==> src/rtl/bank_seq_pkg.sv <==
`timescale 1ns/1ps
package bank_seq_pkg;
  typedef enum logic [1:0] {
    CMD_PRE = 2'd0,
    CMD_ACT = 2'd1,
    CMD_RD  = 2'd2,
    CMD_WR  = 2'd3
  } cmd_e;

  // strobes from control to datapath
  typedef struct packed {
    logic latchReq;  // request accepted this cycle
    logic openLoad;  // activate issued this cycle: new row becomes open
    logic selAct;    // activate phase
    logic selCol;    // column phase
  } seq_strobe_t;
endpackage

==> src/rtl/bank_seq_ctrl.sv <==
`timescale 1ns/1ps
module bank_seq_ctrl
  import bank_seq_pkg::*;
(
  input  logic        clk,
  input  logic        rstN,
  input  logic        reqValid,
  input  logic        hitNow,
  input  logic        rowOpen,
  input  logic        bankReady,
  output logic        reqReady,
  output logic        cmdValid,
  output seq_strobe_t strobe
);
  typedef enum logic [1:0] {S_IDLE, S_PRE, S_ACT, S_COL} state_e;
  state_e stateQ, stateD;
  logic   accept;

  always_comb begin
    reqReady = (stateQ == S_IDLE);
    accept   = reqValid && reqReady;
    cmdValid = (stateQ != S_IDLE) && bankReady;
    strobe.latchReq = accept;
    strobe.openLoad = (stateQ == S_ACT) && bankReady;
    strobe.selAct   = (stateQ == S_ACT);
    strobe.selCol   = (stateQ == S_COL);
  end

  always_comb begin
    stateD = stateQ;
    unique case (stateQ)
      S_IDLE: if (accept) begin
        if (hitNow)       stateD = S_COL;
        else if (rowOpen) stateD = S_PRE;
        else              stateD = S_ACT;
      end
      S_PRE:  if (bankReady) stateD = S_ACT;
      S_ACT:  if (bankReady) stateD = S_COL;
      S_COL:  if (bankReady) stateD = S_IDLE;
      default: stateD = S_IDLE;
    endcase
  end

  always_ff @(posedge clk or negedge rstN) begin
    if (!rstN) stateQ <= S_IDLE;
    else       stateQ <= stateD;
  end
endmodule

==> src/rtl/bank_seq_dp.sv <==
`timescale 1ns/1ps
module bank_seq_dp
  import bank_seq_pkg::*;
#(
  parameter int ROW_W = 14,
  parameter int COL_W = 10
) (
  input  logic             clk,
  input  logic             rstN,
  input  seq_strobe_t      strobe,
  input  logic             reqWrite,
  input  logic [ROW_W-1:0] reqRow,
  input  logic [COL_W-1:0] reqCol,
  output logic             hitNow,
  output logic             rowOpen,
  output logic [1:0]       cmdCode,
  output logic [ROW_W-1:0] cmdRow,
  output logic [COL_W-1:0] cmdCol,
  output logic             lastHit
);
  logic [ROW_W-1:0] reqRowQ, openRowQ;
  logic [COL_W-1:0] reqColQ;
  logic             reqWriteQ, rowValidQ, lastHitQ;

  assign hitNow  = rowValidQ && (reqRow == openRowQ);
  assign rowOpen = rowValidQ;
  assign lastHit = lastHitQ;

  always_ff @(posedge clk or negedge rstN) begin
    if (!rstN) begin
      reqRowQ   <= '0;
      reqColQ   <= '0;
      reqWriteQ <= 1'b0;
      lastHitQ  <= 1'b0;
      openRowQ  <= '0;
      rowValidQ <= 1'b0;
    end else begin
      if (strobe.latchReq) begin
        reqRowQ   <= reqRow;
        reqColQ   <= reqCol;
        reqWriteQ <= reqWrite;
        lastHitQ  <= hitNow;
      end
      if (strobe.openLoad) begin
        openRowQ  <= reqRowQ;
        rowValidQ <= 1'b1;
      end
    end
  end

  always_comb begin
    cmd_e code;
    if (strobe.selAct)      code = CMD_ACT;
    else if (strobe.selCol) code = reqWriteQ ? CMD_WR : CMD_RD;
    else                    code = CMD_PRE;
    cmdCode = code;
    cmdRow  = (strobe.selAct || strobe.selCol) ? reqRowQ : openRowQ;
    cmdCol  = reqColQ;
  end
endmodule

==> src/rtl/bank_cmd_sequencer.sv <==
`timescale 1ns/1ps
module bank_cmd_sequencer
  import bank_seq_pkg::*;
#(
  parameter int ROW_W   = 14,
  parameter int COL_W   = 10,
  parameter int BANK_W  = 3,
  parameter int BANK_ID = 0
) (
  input  logic              clk,
  input  logic              rstN,
  input  logic              reqValid,
  output logic              reqReady,
  input  logic              reqWrite,
  input  logic [ROW_W-1:0]  reqRow,
  input  logic [COL_W-1:0]  reqCol,
  input  logic              bankReady,
  output logic              cmdValid,
  output logic [1:0]        cmdCode,
  output logic [BANK_W-1:0] cmdBank,
  output logic [ROW_W-1:0]  cmdRow,
  output logic [COL_W-1:0]  cmdCol,
  output logic              lastHit
);
  localparam logic [BANK_W-1:0] BANK_VAL = BANK_W'(BANK_ID);

  seq_strobe_t strobe;
  logic        hitNow, rowOpen;

  assign cmdBank = BANK_VAL;

  bank_seq_ctrl u_ctrl (
    .clk(clk), .rstN(rstN), .reqValid(reqValid), .hitNow(hitNow),
    .rowOpen(rowOpen), .bankReady(bankReady), .reqReady(reqReady),
    .cmdValid(cmdValid), .strobe(strobe)
  );

  bank_seq_dp #(.ROW_W(ROW_W), .COL_W(COL_W)) u_dp (
    .clk(clk), .rstN(rstN), .strobe(strobe), .reqWrite(reqWrite),
    .reqRow(reqRow), .reqCol(reqCol), .hitNow(hitNow), .rowOpen(rowOpen),
    .cmdCode(cmdCode), .cmdRow(cmdRow), .cmdCol(cmdCol), .lastHit(lastHit)
  );
endmodule

==> config.mk <==
export PLATFORM = sky130hd
export DESIGN_NAME = bank_cmd_sequencer
export DESIGN_NICKNAME = d
export VERILOG_FILES = /design/src/rtl/bank_seq_pkg.sv /design/src/rtl/bank_seq_ctrl.sv /design/src/rtl/bank_seq_dp.sv /design/src/rtl/bank_cmd_sequencer.sv
export SDC_FILE = /design/constraint.sdc
export NUM_CORES = 1
export LEC_CHECK = 0
export BUFFER_PORTS_ARGS = -buffer_cell sky130_fd_sc_hd__clkbuf_2
export CORE_ASPECT_RATIO = 0.5
export CORE_MARGIN = 3
export CORE_UTILIZATION = 55
export CTS_CLUSTER_SIZE = 14
export DETAILED_ROUTE_END_ITERATION = 10
export PLACE_DENSITY = 0.95
export SLEW_MARGIN = 20
export SYNTH_ARGS = -nofsm -noshare
export SYNTH_HDL_FRONTEND = slang
export SYNTH_SLANG_ARGS = --single-unit
export TNS_END_PERCENT = 100
==> constraint.sdc <==
create_clock -name clk -period 2.8 [get_ports clk]
set_input_delay 0.56 -clock clk [delete_from_list [all_inputs] [get_ports clk]]
set_output_delay 0.56 -clock clk [all_outputs]
set_load 0.02 [all_outputs]
==> impl_metrics.toml <==
[die]
die_x_um = 92.9
io-pin-count = 61
rows = 15
die-area_um2 = 4590
core-area_um2 = 3530
die_h_um = 49.5
start_util_pct = 58.9

[critical_path]
crit_chain = "inv_1 -> ha_1 -> nor2_1 -> buf_4 -> mux2_2 -> clkbuf_2"
cp.required_ns = 2.24
crit_type = "register to output pin"
slowest_stage = "dfrtp_1"
crit_path_max_incr_delay_ns = 0.43
r2r_setup_slack_ns = 0.92
cp.arrival_ns = 1.99
reg2reg_depth = 4
cp-end-kind = "output pin"
r2r-end = "u_dp.cmdCol[5]"
timing.rr.start = "u_ctrl.stateQ[0]"
cp_max_fo = 10
start_kind = "register"

[sta]
clock_skew_ns = 0.00183
setup_viol = 0
rsz0062_at_grt = "false"
worst_pin_slew_ns = 0.949
finalHoldViolCount = 0
clock.fmax_mhz = 393
max-slew-margin-rel_pct = 36.7
fin_crit_ns = 2.55
tns_ns = 0
period_share_pct = 91.0
slew_viol_final = 0

[cts]
cts_made_buffers = 5
cts_tree = "yes"
ctsHtreeMaxLevel = 2
clockBufferDepth = 2
clkTransAtPathRegs_ns = 0.08
post_cts_resized = 0
post_cts_buffers = 0
clock_latency_ns = 0.29
postCtsHoldBufs = 0
clkSinkCount = 43
cts_root_buffer = "clkbuf_8"

[yosys]
synth_edf_count = 0
synth-simple-area-share_pct = 5.00
synth_fa_ha_area_share_pct = 3.61
ys_types = 22
synth_top_family_by_area = "multiplexers"
synth_most_common_cell = "mux2_2"
avgSynthCellArea_um2 = 13.8
yosys_warnings = 0
synth_compound_area_share_pct = 1.57
syn_area_um2 = 2080
postSynth.asyncResetShare_pct = 100
yosys-top-cells-count = "53 x mux2_2, 43 x dfrtp_1, 14 x xor2_1"
yosys.area.top_type = "dfrtp_1"
yosysSeqAreaShare_pct = 51.8
synth_seq_cells = 43
synth_cells = 150
synth_area_leaders = "dfrtp_1 52%, mux2_2 29%, xor2_1 5.9%"
synth_mux_area_share_pct = 29.2
ys.flop_type = "dfrtp_1"
synth_xor_area_share_pct = 5.90
synth_top_area_share_pct = 51.8

[final_layout]
design_area_um2 = 2500
layout.nets = 246
fin_util_pct = 71.0
num_antenna_cells = 0
area_delta_synth_final_pct = 20.5
multi_input_area_um2 = 952
drive_above_1_share_pct = 58.0
fillerInstances = 258
seqCellArea_um2 = 1080

[global_route]
grt_pass1_wl_um = 6580
grt_usage_pct = 18.8
grt_overflow = 0
grt_max_degree = 44
grt_pass1_vias = 1498
antenna_found_initial = 0

[route]
drtIter0Drc = 97
drtAntennaViolNets = 0
num_vias = 1377
via_per_inst = 5.24
drc_errors = 0
wl_per_cell_um = 15.0
drt-total-wl_um = 3930
dr.pass1.iters = 4

[place]
placed_area_um2 = 2400
gp_congestion = 0.836
dp_hpwl_um = 2900
port-buffer-count = 57

[power]
finalPower_mw = 3.32
ir_drop_mv = 0.577
powerDensity_nw_per_um2 = 1330
cellLeakagePower_nw = 1.21

[hold_path]
hp-class = "input port to async pin"

[job]
drv_cap = 0

[run_status]
status = "completed"
==> power breakdown <==
group | switching [mW] | internal, mW
clock network | 0.205 | 0.225
logic | 0.917 | 0.826
registers | 0.216 | 0.931
==> layer usage <==
| metal | vias to the layer above | share of wire (%) | track usage, % |
|---|---|---|---|
| met5 | - | 0 | 0 |
| li1 | 639 | - | - |
| met3 | 9 | 6.3 | 5.64 |
| met1 | 677 | 40 | 20.8 |
| met2 | 52 | 51 | 33.1 |
| met4 | 0 | 2.8 | 9.49 |
==> metrics by stage <==
stage               setup slack (ns)  instances  hold WS [ns]
global placement               0.643        255         0.469
floorplan                      0.641        152         0.264
finish                         0.252        263         0.409
CTS                            0.239        263         0.475
detailed placement             0.578        255         0.495
global route                   0.143        263         0.476
==> cells by family (layout without fill, tap and decap cells) <==
family | after synthesis | after routing
AOI/OAI and AO/OA | 5 | 5
other | 1 | 3
and+or+nand+nor | 17 | 17
muxes | 54 | 54
adders and majority gates | 6 | 6
xor gates and xnor gates | 14 | 14
buffers and inverters | 10 | 70
DFF | 43 | 43
==> layout make-up <==
| class | count | share of cell area (%) |
|---|---|---|
| flip-flops and latches | 43 | 43.0 |
| multi-input cells | 99 | 38.0 |
| repair buffers | 59 | 12.0 |
| clock buffers | 8 | 4.00 |
| well taps | 51 | 2.55 |
| inverters | 3 | 0.450 |
==> registers in the layout (all words and copies together) (netlist names) <==
register / flops
u_ctrl.stateQ: 2
u_dp.cmdCol: 10
u_dp.rowOpen: 1
u_dp.openRowQ: 14
u_dp.reqRowQ: 14
u_dp.lastHit: 1
u_dp.reqWriteQ: 1
==> cells in the final DEF (no fill, tap or decap) <==
cell type	count
buf_4	2
inv_1	3
nor2b_1	1
xor2_1	14
nor3_1	2
o22ai_1	1
nand4_1	1
nor2_1	3
conb_1	3
o21ai_0	2
ha_1	6
nand2_2	1
mux2i_1	1
nand3_1	1
mux2_2	53
clkbuf_1	1
clkbuf_2	56
dfrtp_1	43
nand2_1	4
a21o_1	1
nand2b_1	1
clkbuf_8	7
a221oi_1	1
nor4_2	3
buf_2	1
==> critical path: cells and delay by family, from the launching register on <==
| kind | cells | cell delay [ns] |
|---|---|---|
| simple gates | 1 | 0.15 |
| flops | 1 | 0.43 |
| mux | 1 | 0.36 |
| buf+inv | 3 | 0.49 |
| fa+ha+maj | 1 | 0.26 |
==> worst max-delay path by stage <==
stage                           startpoint          to  cells after the start  slack [ns]
after floorplan           u_ctrl.stateQ[0]  cmdRow[10]                      5        0.64
after global routing      u_ctrl.stateQ[0]   cmdRow[9]                      6        0.14
after CTS                 u_ctrl.stateQ[0]  cmdRow[12]                      6        0.24
after global placement    u_ctrl.stateQ[0]   cmdRow[9]                      6        0.64
final                     u_ctrl.stateQ[0]   cmdRow[8]                      6        0.25
after detailed placement  u_ctrl.stateQ[0]  cmdRow[12]                      6        0.58
(Power assumes the default switching activity.)
